$ cat src/rtl/sar_adc_pkg.sv
package sar_adc_pkg;
  typedef enum logic [2:0] {
    ST_OFF,
    ST_TRACK,
    ST_EXT,
    ST_INT,
    ST_READ
  } sadc_state_t;
endpackage

$ cat src/rtl/sadc_edge.sv
module sadc_edge #(
  parameter logic RST_VAL = 1'b0
) (
  input  logic clk,
  input  logic rst_n,
  input  logic sig,
  output logic fall
);
  logic sig_q;

  always_ff @(posedge clk or negedge rst_n) begin
    if (!rst_n) sig_q <= RST_VAL;
    else        sig_q <= sig;
  end

  assign fall = sig_q & ~sig;
endmodule

$ cat src/rtl/sadc_sar.sv
module sadc_sar #(
  parameter int RES = 12
) (
  input  logic           clk,
  input  logic           rst_n,
  input  logic           clr,
  input  logic           load,
  input  logic           step,
  input  logic           cmp_high,
  output logic [RES-1:0] code,
  output logic           last
);
  localparam int IDX_W = (RES > 1) ? $clog2(RES) : 1;
  localparam logic [RES-1:0] MSB_ONLY = {1'b1, {(RES-1){1'b0}}};

  logic [IDX_W-1:0] idx;

  function automatic logic [RES-1:0] sar_next(input logic [RES-1:0] c,
                                               input logic [IDX_W-1:0] i,
                                               input logic hi);
    logic [RES-1:0] r;
    r = c;
    if (hi) r[i] = 1'b0;
    if (i != '0) r[i - 1'b1] = 1'b1;
    return r;
  endfunction

  always_ff @(posedge clk or negedge rst_n) begin
    if (!rst_n) begin
      code <= '0;
      idx  <= IDX_W'(RES - 1);
    end else if (clr) begin
      code <= '0;
      idx  <= IDX_W'(RES - 1);
    end else if (load) begin
      code <= MSB_ONLY;
      idx  <= IDX_W'(RES - 1);
    end else if (step) begin
      code <= sar_next(code, idx, cmp_high);
      if (idx != '0) idx <= idx - 1'b1;
    end
  end

  assign last = step && !clr && !load && (idx == '0);

  assert_load_msb_R9: assert property (@(posedge clk) disable iff (!rst_n)
    (load && !clr) |=> (code == MSB_ONLY));

  assert_keep_on_low_R9: assert property (@(posedge clk) disable iff (!rst_n)
    (step && !clr && !load && !cmp_high) |=> ($countones(code) >= $countones($past(code))));
endmodule

$ cat src/rtl/sadc_frame.sv
module sadc_frame #(
  parameter int RES  = 12,
  parameter int LEAD = 3
) (
  input  logic                  clk,
  input  logic                  rst_n,
  input  logic                  clr,
  input  logic                  adv,
  input  logic                  set_eoc,
  input  logic                  chid,
  input  logic [RES-1:0]        code,
  output logic [$clog2(LEAD+RES+3)-1:0] pos,
  output logic                  bit_out
);
  localparam int FRAME = LEAD + 1 + RES;
  localparam int POS_W = $clog2(LEAD + RES + 3);
  localparam logic [POS_W-1:0] POS_END = POS_W'(FRAME + 1);

  function automatic logic frame_bit(input logic [POS_W-1:0] p,
                                     input logic ch,
                                     input logic [RES-1:0] c);
    int pi;
    pi = int'(p);
    if (pi == 0 || pi > FRAME) return 1'b0;
    if (pi <= LEAD)            return 1'b1;
    if (pi == LEAD + 1)        return ch;
    return c[FRAME - pi];
  endfunction

  always_ff @(posedge clk or negedge rst_n) begin
    if (!rst_n)         pos <= '0;
    else if (clr)       pos <= '0;
    else if (set_eoc)   pos <= POS_W'(1);
    else if (adv && pos != POS_END) pos <= pos + 1'b1;
  end

  assign bit_out = frame_bit(pos, chid, code);

  assert_trail_zero_R6: assert property (@(posedge clk) disable iff (!rst_n)
    (pos == POS_END) |-> !bit_out);
endmodule

$ cat src/rtl/sar_adc_serial.sv
module sar_adc_serial #(
  parameter int RES  = 12,
  parameter int LEAD = 3
) (
  input  logic           clk,
  input  logic           rst_n,
  input  logic           cs_n,
  input  logic           sclk,
  input  logic           osc_tick,
  input  logic           cmp_high,
  output logic           dout,
  output logic           dout_oe,
  output logic           chan_sel,
  output logic           track,
  output logic [RES-1:0] sar_code,
  output logic           pwr_down
);
  import sar_adc_pkg::*;

  localparam int FRAME = LEAD + 1 + RES;
  localparam int POS_W = $clog2(LEAD + RES + 3);
  localparam int CNT_W = $clog2(RES + 1);

  sadc_state_t      state;
  logic             ext_mode, chid, next_ch;
  logic             cs_fall, sclk_fall;
  logic [POS_W-1:0] pos;
  logic             frm_bit, sar_last;
  logic             frm_adv, sar_load, sar_step, conv_done;
  logic [CNT_W-1:0] tick_cnt;

  sadc_edge #(.RST_VAL(1'b1)) u_cs_edge (
    .clk(clk), .rst_n(rst_n), .sig(cs_n), .fall(cs_fall));

  sadc_edge #(.RST_VAL(1'b0)) u_sclk_edge (
    .clk(clk), .rst_n(rst_n), .sig(sclk), .fall(sclk_fall));

  // named control events
  assign frm_adv   = !cs_n && sclk_fall &&
                     ((state == ST_TRACK && ext_mode) || state == ST_EXT || state == ST_READ);
  assign sar_load  = !cs_n && sclk_fall && state == ST_TRACK &&
                     (!ext_mode || pos == POS_W'(1));
  assign sar_step  = !cs_n &&
                     ((state == ST_EXT && sclk_fall &&
                       pos >= POS_W'(LEAD + 1) && pos < POS_W'(FRAME)) ||
                      (state == ST_INT && osc_tick));
  assign conv_done = !cs_n && state == ST_INT && sar_last;

  sadc_sar #(.RES(RES)) u_sar (
    .clk(clk), .rst_n(rst_n), .clr(cs_n), .load(sar_load), .step(sar_step),
    .cmp_high(cmp_high), .code(sar_code), .last(sar_last));

  sadc_frame #(.RES(RES), .LEAD(LEAD)) u_frame (
    .clk(clk), .rst_n(rst_n), .clr(cs_n), .adv(frm_adv), .set_eoc(conv_done),
    .chid(chid), .code(sar_code), .pos(pos), .bit_out(frm_bit));

  always_ff @(posedge clk or negedge rst_n) begin
    if (!rst_n) begin
      state    <= ST_OFF;
      ext_mode <= 1'b0;
      chid     <= 1'b0;
      next_ch  <= 1'b0;
    end else if (cs_n) begin
      state <= ST_OFF;
    end else begin
      unique case (state)
        ST_OFF: if (cs_fall) begin
          state    <= ST_TRACK;
          ext_mode <= ~sclk;
          chid     <= next_ch;
          next_ch  <= ~next_ch;
        end
        ST_TRACK: if (sar_load) state <= ext_mode ? ST_EXT : ST_INT;
        ST_INT:   if (conv_done) state <= ST_READ;
        default:  state <= state;
      endcase
    end
  end

  always_ff @(posedge clk or negedge rst_n) begin
    if (!rst_n)                      tick_cnt <= '0;
    else if (sar_load || cs_n)       tick_cnt <= '0;
    else if (state == ST_INT && sar_step) tick_cnt <= tick_cnt + 1'b1;
  end

  assign dout_oe  = (state != ST_OFF);
  assign pwr_down = (state == ST_OFF);
  assign track    = (state == ST_TRACK);
  assign chan_sel = chid;
  assign dout     = dout_oe & frm_bit;

  assert_off_when_high_R1: assert property (@(posedge clk) disable iff (!rst_n)
    cs_n |=> (pwr_down && !dout_oe && !dout && !track));

  assert_int_first_fall_R2: assert property (@(posedge clk) disable iff (!rst_n)
    (track && sclk_fall && !ext_mode && !cs_n) |=> (!track && !dout));

  assert_ext_keep_track_R3: assert property (@(posedge clk) disable iff (!rst_n)
    (track && sclk_fall && ext_mode && !cs_n && pos == '0) |=> track);

  assert_eoc_high_R4: assert property (@(posedge clk) disable iff (!rst_n)
    conv_done |=> dout);

  assert_decision_count_R4: assert property (@(posedge clk) disable iff (!rst_n)
    (state == ST_INT) |-> (tick_cnt < CNT_W'(RES)));

  assert_dout_on_fall_R6: assert property (@(posedge clk) disable iff (!rst_n)
    (dout_oe && !cs_n && !sclk_fall && !conv_done) |=> $stable(dout));

  assert_chan_hold_R7: assert property (@(posedge clk) disable iff (!rst_n)
    (dout_oe && !cs_n) |=> $stable(chan_sel));
endmodule

$ cat config.mk
export PLATFORM = sky130hd
export DESIGN_NAME = sar_adc_serial
export DESIGN_NICKNAME = d
export VERILOG_FILES = /design/src/rtl/sar_adc_pkg.sv /design/src/rtl/sadc_edge.sv /design/src/rtl/sadc_sar.sv /design/src/rtl/sadc_frame.sv /design/src/rtl/sar_adc_serial.sv
export SDC_FILE = /design/constraint.sdc
export NUM_CORES = 1
export LEC_CHECK = 0
export BUFFER_PORTS_ARGS = -buffer_cell sky130_fd_sc_hd__buf_2
export CAP_MARGIN = 20
export CORE_UTILIZATION = 30
export CTS_CLUSTER_DIAMETER = 60
export DETAILED_ROUTE_END_ITERATION = 10
export HOLD_SLACK_MARGIN = 0.08
export PLACE_DENSITY = 0.51
export SLEW_MARGIN = 5
export SYNTH_ARGS = -nofsm -noshare
export SYNTH_HDL_FRONTEND = slang
export SYNTH_SLANG_ARGS = --single-unit
$ cat constraint.sdc
create_clock -name clk -period 2.4 [get_ports clk]
set_input_delay 0.36 -clock clk [delete_from_list [all_inputs] [get_ports clk]]
set_output_delay 0.36 -clock clk [all_outputs]
set_load 0.1 [all_outputs]
==> summary.md <==
The tools report the endpoint class of the critical path as an output port. The tools report the final global-route overflow total as 0. The floorplan step set the die width to 81.3 µm. Setup repair after global routing could not meet its margin everywhere.

The leakage power of the design came out at 1.02 nW. By area the synthesized netlist is led by sky130_fd_sc_hd__dfrtp_1 (33%), sky130_fd_sc_hd__dfstp_2 (5.6%), sky130_fd_sc_hd__ha_1 (4.6%). The count of cells in the finished layout, fillers not included, comes to 307. The flow ran to the end, and the final reports show no timing, DRC or antenna violations.

Across the VDD grid, the largest voltage drop is 0.396 mV. The number of antenna violations at the first check in global routing is 0, and the ratio of total power to cell area is 545 nW/µm². Overall power consumption after layout is estimated at 0.00127 W.

For the number of distinct library cells after synthesis, the log shows 48. No sink is reached through more buffers than the 2 on the longest clock path. After detailed routing, the average wire length per cell comes to 15.9 µm.

TritonCTS built the clock tree. The run gives 298 as the cell count after placement. A synthesized cell averages 9.43 µm².

The synthesized instance count came out at 200. In the layout the commonest cells are sky130_fd_sc_hd__dfrtp_1 (23), sky130_fd_sc_hd__buf_2 (21), sky130_fd_sc_hd__nand2_1 (15), sky130_fd_sc_hd__nand3_1 (14). The region available for standard cell placement spans 5990 µm².

In this run the critical register-to-register path is captured at u_sar.code[8]. The final-stage net count came out at 244. The worst setup path is of the reg -> out kind.

The final core utilization was 38.8%; the number of levels the H-tree was split into was 2. For this run, the slowest stage of the critical path takes 0.52 ns. The placed wire-length estimate is 3.60 mm. The cell sitting at the root of the clock tree is a sky130_fd_sc_hd__clkbuf_8. Entering global routing, the biggest net connects 30 pins. For the pin with the worst max-slew slack, the measured transition is 0.663 ns. Counting cells, the worst reg-to-reg path comes to 5. Across all layers, the routed design uses 1622 vias. After detailed routing, the number of vias per cell comes to 5.28. The sequential-to-total area share from yosys stat was 38.8%; the layout filler cell count was 610. For this run, design rule violations remaining after detail routing come to 0. The run gives 1890 µm² as the netlist area before placement. The share of post-route cells with drive strength above 1 came out at 33.2%.

The logs give 0.08 ns for the register-to-register path setup slack and 23 for the number of top-level pins. The total wire length was 4.88 mm. The final critical path takes up 98.4% of the cycle. Once the floorplan was initialized, standard cells occupied 31.5% of the core.

In this run, CTS created clock tree buffers numbering 5. STA puts the critical path data arrival time at 2.00 ns. For the final count of hold timing violations, the log shows 0. The critical path goes through buf_6 > mux4_2 > mux2_4 > nand4_1 > o31ai_4 > buf_12. The post-layout minimum cycle time was 2.36 ns. The library cell with the largest summed area after synthesis is sky130_fd_sc_hd__dfrtp_1. The net count of the mapped netlist is 213, and the routability congestion estimate from global placement is 0.786. After clock tree synthesis, the clock-pin slew on the worst setup and hold paths is 0.07 ns. The tools report the via count of the first global-routing pass as 1634.

For this run, the number of Yosys warnings is 0. Before antenna repair, the detailed router went through 4 iterations. The register bit total from synthesis was 29.

Along the worst path, the maximum fanout reaches 8. Summed over all failing endpoints, the final setup total negative slack is 0 ns. Clock latency on the worst-skew pair, taken at its later pin, is 0.28 ns.

The proportion of netlist area held by the largest area contributor works out to 33.2%. After synthesis, the share of flip-flops with an asynchronous set or reset is 100%. Number of pins exceeding their max-slew limit in the final report: 0. Across the run, the number of max-cap violations was 0. STA puts the critical path data required time at 2.04 ns.

The type of the most critical hold path was in -> async. The count of nets left with antenna violations once routing finished came out at 0. The worst pin sits at a relative slew slack of 55.8%. In the synthesized netlist the dominant register cell turns out to be sky130_fd_sc_hd__dfrtp_1. Number of enable flip-flop cells after synthesis: 0. The most common cell after layout, fill and taps aside was sky130_fd_sc_hd__dfrtp_1. The logs give 0 for the number of setup violations in the final report and 29 for the total clock sinks. The tools report the clock skew as 0.00639 ns. The highest achievable clock rate came out at 0.423 GHz. The placement row count is 28. The tools report the start of the worst register-to-register path as state[2]. In this run, the number of DRC markers left after iteration 0 of detailed routing was 45. The floorplan step defined a die boundary enclosing 6610 µm². From synthesis to final layout, the design area changed by 23.4%. For the count of antenna diodes in the layout, the log shows 0. The number of port buffers came out at 22. The cell with the biggest individual delay on the critical path was sky130_fd_sc_hd__mux4_2.

Summing all non-filler instances in the final layout gives an area of 2330 µm². The die is 81.3 µm tall. The placement-stage cell area came out at 2180 µm². The tools report the type of origin of the critical path as a flip-flop. The first global-routing pass estimated 8.16 mm of wire.

The tools report the total routing resource utilization after global routing as 16.2%.
==> metal layers <==
metal / wire length [µm] / up-vias / GRT usage (%) / share of wire, %
met5: 0 / - / 0 / 0
met4: 36 / 0 / 4.11 / 0.74
met3: 167 / 4 / 3.26 / 3.4
met2: 2390 / 32 / 26.8 / 49
met1: 2280 / 784 / 21.4 / 47
li1: - / 802 / - / -
==> power by group <==
part	internal [W]	switching, W	total, W
Sequential	0.000518	0.0000274	0.000545
Clock	0.000259	0.000195	0.000454
Combinational	0.0000678	0.000202	0.000270
==> synthesized netlist by cell type (2+ instances only) <==
cell	n
sky130_fd_sc_hd__nor2_2	2
sky130_fd_sc_hd__o31ai_1	5
sky130_fd_sc_hd__mux4_2	3
sky130_fd_sc_hd__dfrtp_1	25
sky130_fd_sc_hd__mux2_2	2
sky130_fd_sc_hd__nand2_1	15
sky130_fd_sc_hd__a21oi_2	3
sky130_fd_sc_hd__buf_2	3
sky130_fd_sc_hd__o311ai_0	4
sky130_fd_sc_hd__ha_1	7
sky130_fd_sc_hd__nor2_1	12
sky130_fd_sc_hd__o21ai_1	2
sky130_fd_sc_hd__inv_1	15
sky130_fd_sc_hd__xnor2_1	5
sky130_fd_sc_hd__clkbuf_1	8
sky130_fd_sc_hd__a21o_1	2
sky130_fd_sc_hd__nand4_1	5
sky130_fd_sc_hd__a22o_1	2
sky130_fd_sc_hd__nor3b_1	2
sky130_fd_sc_hd__dfstp_2	4
sky130_fd_sc_hd__a21oi_1	5
sky130_fd_sc_hd__o21ai_0	7
sky130_fd_sc_hd__a32o_1	7
sky130_fd_sc_hd__xor2_1	5
sky130_fd_sc_hd__a31oi_1	4
sky130_fd_sc_hd__nand3_1	15
sky130_fd_sc_hd__and3_1	2
sky130_fd_sc_hd__nand2b_1	2
sky130_fd_sc_hd__nor3_1	8
==> critical path: cells and delay by family (launching register included) <==
kind	cells	cell delay [ns]
flops	1	0.37
compound gates	1	0.09
mux	2	0.81
simple gates	1	0.11
buf+inv	2	0.34
==> worst max-delay path by stage <==
| stage | from | to | slack (ns) |
|---|---|---|---|
| 5_1_grt | u_frame.pos[0] | dout | -0.07 |
| 6_report | u_frame.pos[0] | dout | 0.04 |
| 4_1_cts | u_frame.pos[0] | dout | 0.004 |
| 2_1_floorplan | state[0] | dout | -0.30 |
| 3_5_place_dp | sclk | u_sar.code[8] | 0.04 |
| 3_3_place_gp | sclk | u_sar.code[8] | 0.04 |
==> stage by stage <==
stage | hold WS (ns) | setup WS (ns)
after floorplan | 0.0644 | -0.302
after global placement | 0.450 | 0.0399
after detailed placement | 0.441 | 0.0378
after CTS | 0.138 | 0.00448
after global routing | 0.171 | -0.0721
final | 0.109 | 0.0374
==> repair_timing <==
| item | in CTS | in global routing |
|---|---|---|
| pin swaps | 0 | 1 |
| resized for setup | 4 | 6 |
| endpoints found under the hold margin | 0 | 0 |
| hold buffers | 0 | 0 |
| setup buffers | 0 | 1 |
| setup endpoints to repair | 1 | 2 |
| cloned | 0 | 0 |
==> cell families after synthesis <==
kind of cell	count (synthesis)	synth area share, %
XOR/XNOR	10	4.64
multiplexers	6	5.31
adder cells (fa/ha/maj)	7	4.64
AND/OR/NAND/NOR	73	21.6
AO/OA/AOI/OAI	49	19.7
flip-flops	29	38.8
buffers and inverters	26	5.37
==> flip-flops by register name, summed over array words and instances (netlist names) <==
register	count
chan_sel	1
ext_mode	1
next_ch	1
state	3
u_cs_edge.sig_q	1
u_frame.pos	5
u_sar.code	12
u_sar.idx	4
u_sclk_edge.sig_q	1
==> cell type report <==
class	instances	area, µm²	area share, %
Tap cell	75	93.8	4.03
Timing Repair Buffer	35	226	9.73
Clock buffer	7	96.3	4.14
Multi-Input combinational cell	145	1110	47.8
Inverter	15	60.1	2.58
Clock inverter	1	5.00	0.215
Sequential cell	29	733	31.5
(Power assumes the default switching activity.)
